File: src/rtl/crt_raster_pkg.sv
package crt_raster_pkg;

  localparam int MA_W   = 14;
  localparam int RA_W   = 4;
  localparam int HC_W   = 8;
  localparam int ROW_W  = 7;
  localparam int IDX_W  = 5;
  localparam int NIMPL  = 13;
  localparam int FC_W   = 6;
  localparam int LINE_W = 12;

  typedef struct packed {
    logic [HC_W-1:0]  htot;
    logic [HC_W-1:0]  hdisp;
    logic [HC_W-1:0]  hpos;
    logic [3:0]       hw;
    logic [3:0]       vw;
    logic [ROW_W-1:0] vtot;
    logic [ROW_W-1:0] vdisp;
    logic [ROW_W-1:0] vpos;
    logic [RA_W-1:0]  maxs;
    logic [1:0]       cmode;
    logic [MA_W-1:0]  start;
    logic [MA_W-1:0]  cur;
  } crt_cfg_t;

  function automatic logic [7:0] reg_default(input int i);
    case (i)
      0: return 8'd99;
      1: return 8'd80;
      2: return 8'd84;
      3: return 8'h28;
      4: return 8'd26;
      5: return 8'd24;
      6: return 8'd25;
      7: return 8'd11;
      default: return 8'd0;
    endcase
  endfunction

  function automatic logic [7:0] reg_mask(input int i);
    case (i)
      4, 5, 6: return 8'h7F;
      7:       return 8'h0F;
      8:       return 8'h03;
      9, 11:   return 8'h3F;
      default: return 8'hFF;
    endcase
  endfunction

  // High while cnt lies in [pos, pos+width)
  function automatic logic in_window(input logic [LINE_W-1:0] cnt,
                                     input logic [LINE_W-1:0] pos,
                                     input logic [3:0] width);
    logic [LINE_W-1:0] d;
    d = cnt - pos;
    return (cnt >= pos) && (d < {{(LINE_W-4){1'b0}}, width});
  endfunction

  // Scanline number counted from the top of the frame
  function automatic logic [LINE_W-1:0] frame_line(input logic [ROW_W-1:0] row,
                                                   input logic [RA_W-1:0] maxs,
                                                   input logic [RA_W-1:0] sl);
    logic [LINE_W-1:0] per_row;
    per_row = {{(LINE_W-RA_W){1'b0}}, maxs} + 1'b1;
    return {{(LINE_W-ROW_W){1'b0}}, row} * per_row + {{(LINE_W-RA_W){1'b0}}, sl};
  endfunction

  function automatic logic cursor_phase(input logic [1:0] mode, input logic [FC_W-1:0] fc);
    case (mode)
      2'd0: return 1'b1;
      2'd2: return ~fc[4];
      2'd3: return ~fc[5];
      default: return 1'b0;
    endcase
  endfunction

endpackage

File: src/rtl/crt_regbank.sv
module crt_regbank
  import crt_raster_pkg::*;
(
  input  logic       clk,
  input  logic       rst_n,
  input  logic       cs,
  input  logic       we,
  input  logic       sel,
  input  logic [7:0] wdata,
  output logic [7:0] rdata,
  output crt_cfg_t   cfg
);
  logic [IDX_W-1:0] idx;
  logic [7:0]       regs [NIMPL];
  logic             wr_idx, wr_dat;

  assign wr_idx = cs && we && !sel;
  assign wr_dat = cs && we && sel;

  always_ff @(posedge clk or negedge rst_n)
    if (!rst_n)      idx <= '0;
    else if (wr_idx) idx <= wdata[IDX_W-1:0];

  for (genvar i = 0; i < NIMPL; i++) begin : g_reg
    always_ff @(posedge clk or negedge rst_n)
      if (!rst_n)                             regs[i] <= reg_default(i);
      else if (wr_dat && idx == IDX_W'(i))    regs[i] <= wdata & reg_mask(i);
  end

  always_comb begin
    rdata = '0;
    if (cs) begin
      if (!sel) rdata = {{(8-IDX_W){1'b0}}, idx};
      else
        for (int i = 0; i < NIMPL; i++)
          if (idx == IDX_W'(i)) rdata = regs[i];
    end
  end

  always_comb begin
    cfg.htot  = regs[0];
    cfg.hdisp = regs[1];
    cfg.hpos  = regs[2];
    cfg.hw    = regs[3][3:0];
    cfg.vw    = regs[3][7:4];
    cfg.vtot  = regs[4][ROW_W-1:0];
    cfg.vdisp = regs[5][ROW_W-1:0];
    cfg.vpos  = regs[6][ROW_W-1:0];
    cfg.maxs  = regs[7][RA_W-1:0];
    cfg.cmode = regs[8][1:0];
    cfg.start = {regs[9][MA_W-9:0], regs[10]};
    cfg.cur   = {regs[11][MA_W-9:0], regs[12]};
  end
endmodule

File: src/rtl/crt_hscan.sv
module crt_hscan
  import crt_raster_pkg::*;
(
  input  logic            clk,
  input  logic            rst_n,
  input  crt_cfg_t        cfg,
  output logic [HC_W-1:0] hcnt,
  output logic            line_end,
  output logic            hsync,
  output logic            hde
);
  assign line_end = (hcnt >= cfg.htot);

  always_ff @(posedge clk or negedge rst_n)
    if (!rst_n)        hcnt <= '0;
    else if (line_end) hcnt <= '0;
    else               hcnt <= hcnt + 1'b1;

  assign hsync = in_window(LINE_W'(hcnt), LINE_W'(cfg.hpos), cfg.hw);
  assign hde   = (hcnt < cfg.hdisp);
endmodule

File: src/rtl/crt_vscan.sv
module crt_vscan
  import crt_raster_pkg::*;
(
  input  logic             clk,
  input  logic             rst_n,
  input  crt_cfg_t         cfg,
  input  logic             line_end,
  output logic [RA_W-1:0]  ra,
  output logic [MA_W-1:0]  row_start,
  output logic [FC_W-1:0]  fcnt,
  output logic             row_end,
  output logic             frame_end,
  output logic             vsync,
  output logic             vde
);
  logic [ROW_W-1:0] row;

  assign row_end   = line_end && (ra >= cfg.maxs);
  assign frame_end = row_end && (row >= cfg.vtot);

  always_ff @(posedge clk or negedge rst_n)
    if (!rst_n) begin
      ra        <= '0;
      row       <= '0;
      row_start <= '0;
      fcnt      <= '0;
    end else if (frame_end) begin
      ra        <= '0;
      row       <= '0;
      row_start <= cfg.start;
      fcnt      <= fcnt + 1'b1;
    end else if (row_end) begin
      ra        <= '0;
      row       <= row + 1'b1;
      row_start <= row_start + MA_W'(cfg.hdisp);
    end else if (line_end) begin
      ra        <= ra + 1'b1;
    end

  assign vsync = in_window(frame_line(row, cfg.maxs, ra),
                           frame_line(cfg.vpos, cfg.maxs, '0), cfg.vw);
  assign vde   = (row < cfg.vdisp);
endmodule

File: src/rtl/crt_raster_timer.sv
module crt_raster_timer
  import crt_raster_pkg::*;
(
  input  logic        clk,
  input  logic        rst_n,
  input  logic        cs,
  input  logic        we,
  input  logic        sel,
  input  logic [7:0]  wdata,
  output logic [7:0]  rdata,
  output logic        hsync,
  output logic        vsync,
  output logic        de,
  output logic [13:0] ma,
  output logic [3:0]  ra,
  output logic        cursor
);
  crt_cfg_t         cfg;
  logic [HC_W-1:0]  hcnt;
  logic             line_end, row_end, frame_end, hde, vde;
  logic [MA_W-1:0]  row_start, cur_addr;
  logic [FC_W-1:0]  fcnt;

  crt_regbank u_regs (.clk, .rst_n, .cs, .we, .sel, .wdata, .rdata, .cfg);

  crt_hscan u_h (.clk, .rst_n, .cfg, .hcnt, .line_end, .hsync, .hde);

  crt_vscan u_v (.clk, .rst_n, .cfg, .line_end, .ra, .row_start, .fcnt,
                 .row_end, .frame_end, .vsync, .vde);

  assign cur_addr = cfg.cur;
  assign ma       = row_start + MA_W'(hcnt);
  assign de       = hde && vde;
  assign cursor   = de && (ma == cur_addr) && cursor_phase(cfg.cmode, fcnt);
endmodule

File: config.mk
export PLATFORM = sky130hd
export DESIGN_NAME = crt_raster_timer
export DESIGN_NICKNAME = d
export VERILOG_FILES = /design/src/rtl/crt_raster_pkg.sv /design/src/rtl/crt_regbank.sv /design/src/rtl/crt_hscan.sv /design/src/rtl/crt_vscan.sv /design/src/rtl/crt_raster_timer.sv
export SDC_FILE = /design/constraint.sdc
export NUM_CORES = 1
export LEC_CHECK = 0
export ABC_AREA = 1
export BUFFER_PORTS_ARGS = -buffer_cell sky130_fd_sc_hd__buf_2
export CAP_MARGIN = 20
export CORE_MARGIN = 5
export CORE_UTILIZATION = 45
export CTS_CLUSTER_SIZE = 20
export DETAILED_ROUTE_END_ITERATION = 10
export GPL_ROUTABILITY_DRIVEN = 0
export GPL_TIMING_DRIVEN = 0
export HOLD_SLACK_MARGIN = 0.1
export MAX_ROUTING_LAYER = met4
export PLACE_DENSITY = 0.69
export SYNTH_ARGS = -nofsm -noshare
export SYNTH_HDL_FRONTEND = slang
export SYNTH_HIERARCHICAL = 1
export SYNTH_SLANG_ARGS = --single-unit
File: constraint.sdc
create_clock -name clk -period 7.2 [get_ports clk]
set_input_delay 0.36 -clock clk [delete_from_list [all_inputs] [get_ports clk]]
set_output_delay 0.36 -clock clk [all_outputs]
set_load 0.05 [all_outputs]
==> flow_summary.ini <==
[worst_setup_path]
crit_arrival_ns = 6.31
end_kind = output port
worst_r2r_endpoint = u_v/row[6]$_DFFE_PN0P_
max_stage_delay_ns = 0.63
crit_type = flop to output port
reg2reg_depth = 10
rr_startpoint = u_h/hcnt[1]$_DFF_PN0_
cp.required_ns = 6.84
cp-start-kind = flop
r2r_setup_slack_ns = 4.39
crit_fanout = 10
crit_path_frequent_cell = inv_1
cp_slowest_cell = dfstp_2

[sta]
final.min_clock_period_ns = 6.668
fmax_mhz = 150.0
hold_viol_final = 0
totalNegativeSetupSlack_ns = 0
rsz0062_at_grt = false
setup_viol_count_final = 0
clock_skew_ns = 0.008078
relSlewSlack_pct = 40.35
tightest_slew_ns = 0.8948
timing.final.crit_share_pct = 92.61
maxSlewViolCount = 0

[worst_hold_path]
min_from = wdata[5]
hold_depth = 3
hold_class = primary input to flop
hold_end = u_regs/cfg[5]$_DFFE_PN0P_

[synthesis]
ys.flop_type = dfrtp_1
synth_seq_cells = 131
syn_inst = 1693
ys_top_cells_by_area = dfrtp_1 23%, nand2_1 15%, ha_1 13%
yosys.area_share.simple_pct = 29.42
synth_largest_area_cell = dfrtp_1
synth_edf_count = 0
synth_xor_area_share_pct = 3.673
synthesis.nets = 1866
synth_common_cells = 470 x nand2_1, 274 x inv_1, 122 x ha_1
yosysMostFrequentCell = nand2_1
synth_top_cell_area_share_pct = 22.56
async_flop_share_pct = 100.0
syn_avg_cell_area_sq_um = 7.143
yosysUniqueCellTypes = 57
synth_compound_area_share_pct = 10.21
ys_seq_area_share_pct = 27.34
synth_top_family_by_area = simple AND/OR/NAND/NOR gates
netlist_area_sq_um = 12090
synth_warnings = 6
synthMuxAreaShare_pct = 0
yosys.area_share.adder_pct = 18.91

[cts]
cts_buffer_depth = 2
cts.sinks = 131
htree_num_levels = 4
worstSkewPairLatency_ns = 0.42
cts_buffers = 17
clk_pin_slew_worst_paths_ns = 0.06
cts_root_buf = clkbuf_16
tritoncts = done

[global_route]
grt_pass1_wl_microns = 54570
busiest_layer = met2
grt_overflow = 0
grtUsageMet2_pct = 37.91
antenna_found_initial = 0
grt_max_degree = 73
grtUsageMet1_pct = 28.99
track_usage_pct = 22.90
use_met3_pct = 2.980
grt_pass1_vias = 10790

[placed_design]
post-dp-hpwl_microns = 26310
dpl-instance-area_sq_um = 12770
dp_cells = 2078
port-buffer-count = 42

[floorplan]
die-width_microns = 173.9
core.rowCount = 60
die-height_microns = 173.9
die-area_sq_um = 30250
core_sq_um = 26730
start_util_pct = 45.25
ioPinCount = 43

[cells_and_area]
diodes = 0
fin_area_sq_um = 13380
drive_above_1_share_pct = 11.13
final_util_pct = 50.07
finalNetCount = 1930
stdcell_count = 2111
syn_to_final_growth_pct = 10.66

[drt]
ant_nets = 0
drcViolationCount = 0
drt_iter0_drc = 795
via_per_inst = 5.250
vias = 11080
wl_per_cell_microns = 15.82
wirelength_microns = 33400
firstDrtPassIters = 6

[pwr]
powerDensity_nw_per_um2 = 338.7
ir_drop_uv = 396.9
finalPower_mw = 4.532
p_leak_nw = 7.020

[status]
outcome = complete, no violations

[job]
maxCapViolCount = 0
final cells by class:
cell class	instances	area, sq um
Tap cell	341	426.7
Multi-Input combinational cell	1240	7523
Inverter	296	1117
Clock buffer	18	439.2
Timing Repair Buffer	45	257.7
Clock inverter	14	165.2
Buffer	26	146.4
Sequential cell	131	3306
Fill cell	2657	13340
routing by layer:
metal,wire length [microns],vias to the layer above,share of wire (%)
li1,-,5526,-
met1,14590,5161,44
met2,15820,334,47
met3,1767,61,5.3
met4,1212,0,3.6
met5,0,-,0
flip-flops by register name (all words and copies together) (netlist names):
signal         cells
u_regs/idx         5
u_v/row            7
u_v/fcnt           6
u_h/hcnt           8
u_v/ra             4
u_v/row_start     14
u_regs/cfg        87
placed cells by master (no fill, tap or decap), drive strengths merged, types with 37 or more instances in the layout:
| cell type | n |
|---|---|
| o21ai | 119 |
| xor2 | 37 |
| nor2 | 137 |
| a21oi | 79 |
| dfrtp | 109 |
| buf | 57 |
| inv | 298 |
| nand3 | 110 |
| fa | 38 |
| ha | 122 |
| nand2 | 493 |
how the worst max path moves through the flow:
stage	slack, ns	cells past startpoint	end	from
after floorplan	1.25	25	vsync	u_regs/cfg[30]$_DFFE_PN1P_
after global placement	0.91	25	vsync	u_regs/cfg[30]$_DFFE_PN1P_
after detailed placement	0.81	29	vsync	u_regs/cfg[30]$_DFFE_PN1P_
after CTS	0.33	29	vsync	u_regs/cfg[30]$_DFFE_PN1P_
after global routing	0.02	30	vsync	u_regs/cfg[30]$_DFFE_PN1P_
final	0.53	30	vsync	u_regs/cfg[30]$_DFFE_PN1P_
report_power, final:
group | leakage [nW] | internal (mW) | switching, mW
clock | 0.291 | 0.529 | 0.354
sequential | 1.69 | 0.939 | 0.249
combinational | 5.04 | 0.852 | 1.61
repair_timing:
item                       CTS  global route
setup endpoints to repair    0             1
setup buffers                0             0
hold endpoints to repair    59             0
resized for setup            0             2
hold buffers                 1             0
logic make-up after synthesis:
family	after synthesis
AND/OR/NAND/NOR	806
flip-flops	131
adder cells (fa/ha/maj)	160
buffers and inverters	322
AO/OA/AOI/OAI	225
XOR/XNOR	49
critical path: cells and delay by family (launching register included):
| family | cells | cell delay, ns |
|---|---|---|
| xor gates and xnor gates | 1 | 0.18 |
| and+or+nand+nor | 13 | 1.38 |
| buffers and inverters | 7 | 0.86 |
| DFF | 1 | 0.63 |
| adders and majority gates | 5 | 2.20 |
| AOI/OAI and AO/OA | 4 | 0.62 |
per-stage QoR:
stage | setup WS (ns) | hold WS [ns]
after floorplan | 1.250 | 0.06441
after global placement | 0.9055 | 0.4838
after detailed placement | 0.8147 | 0.4267
after CTS | 0.3346 | 0.1995
after global routing | 0.01593 | 0.2100
final | 0.5319 | 0.2167
Note: power is estimated with default switching activity, not from simulation.
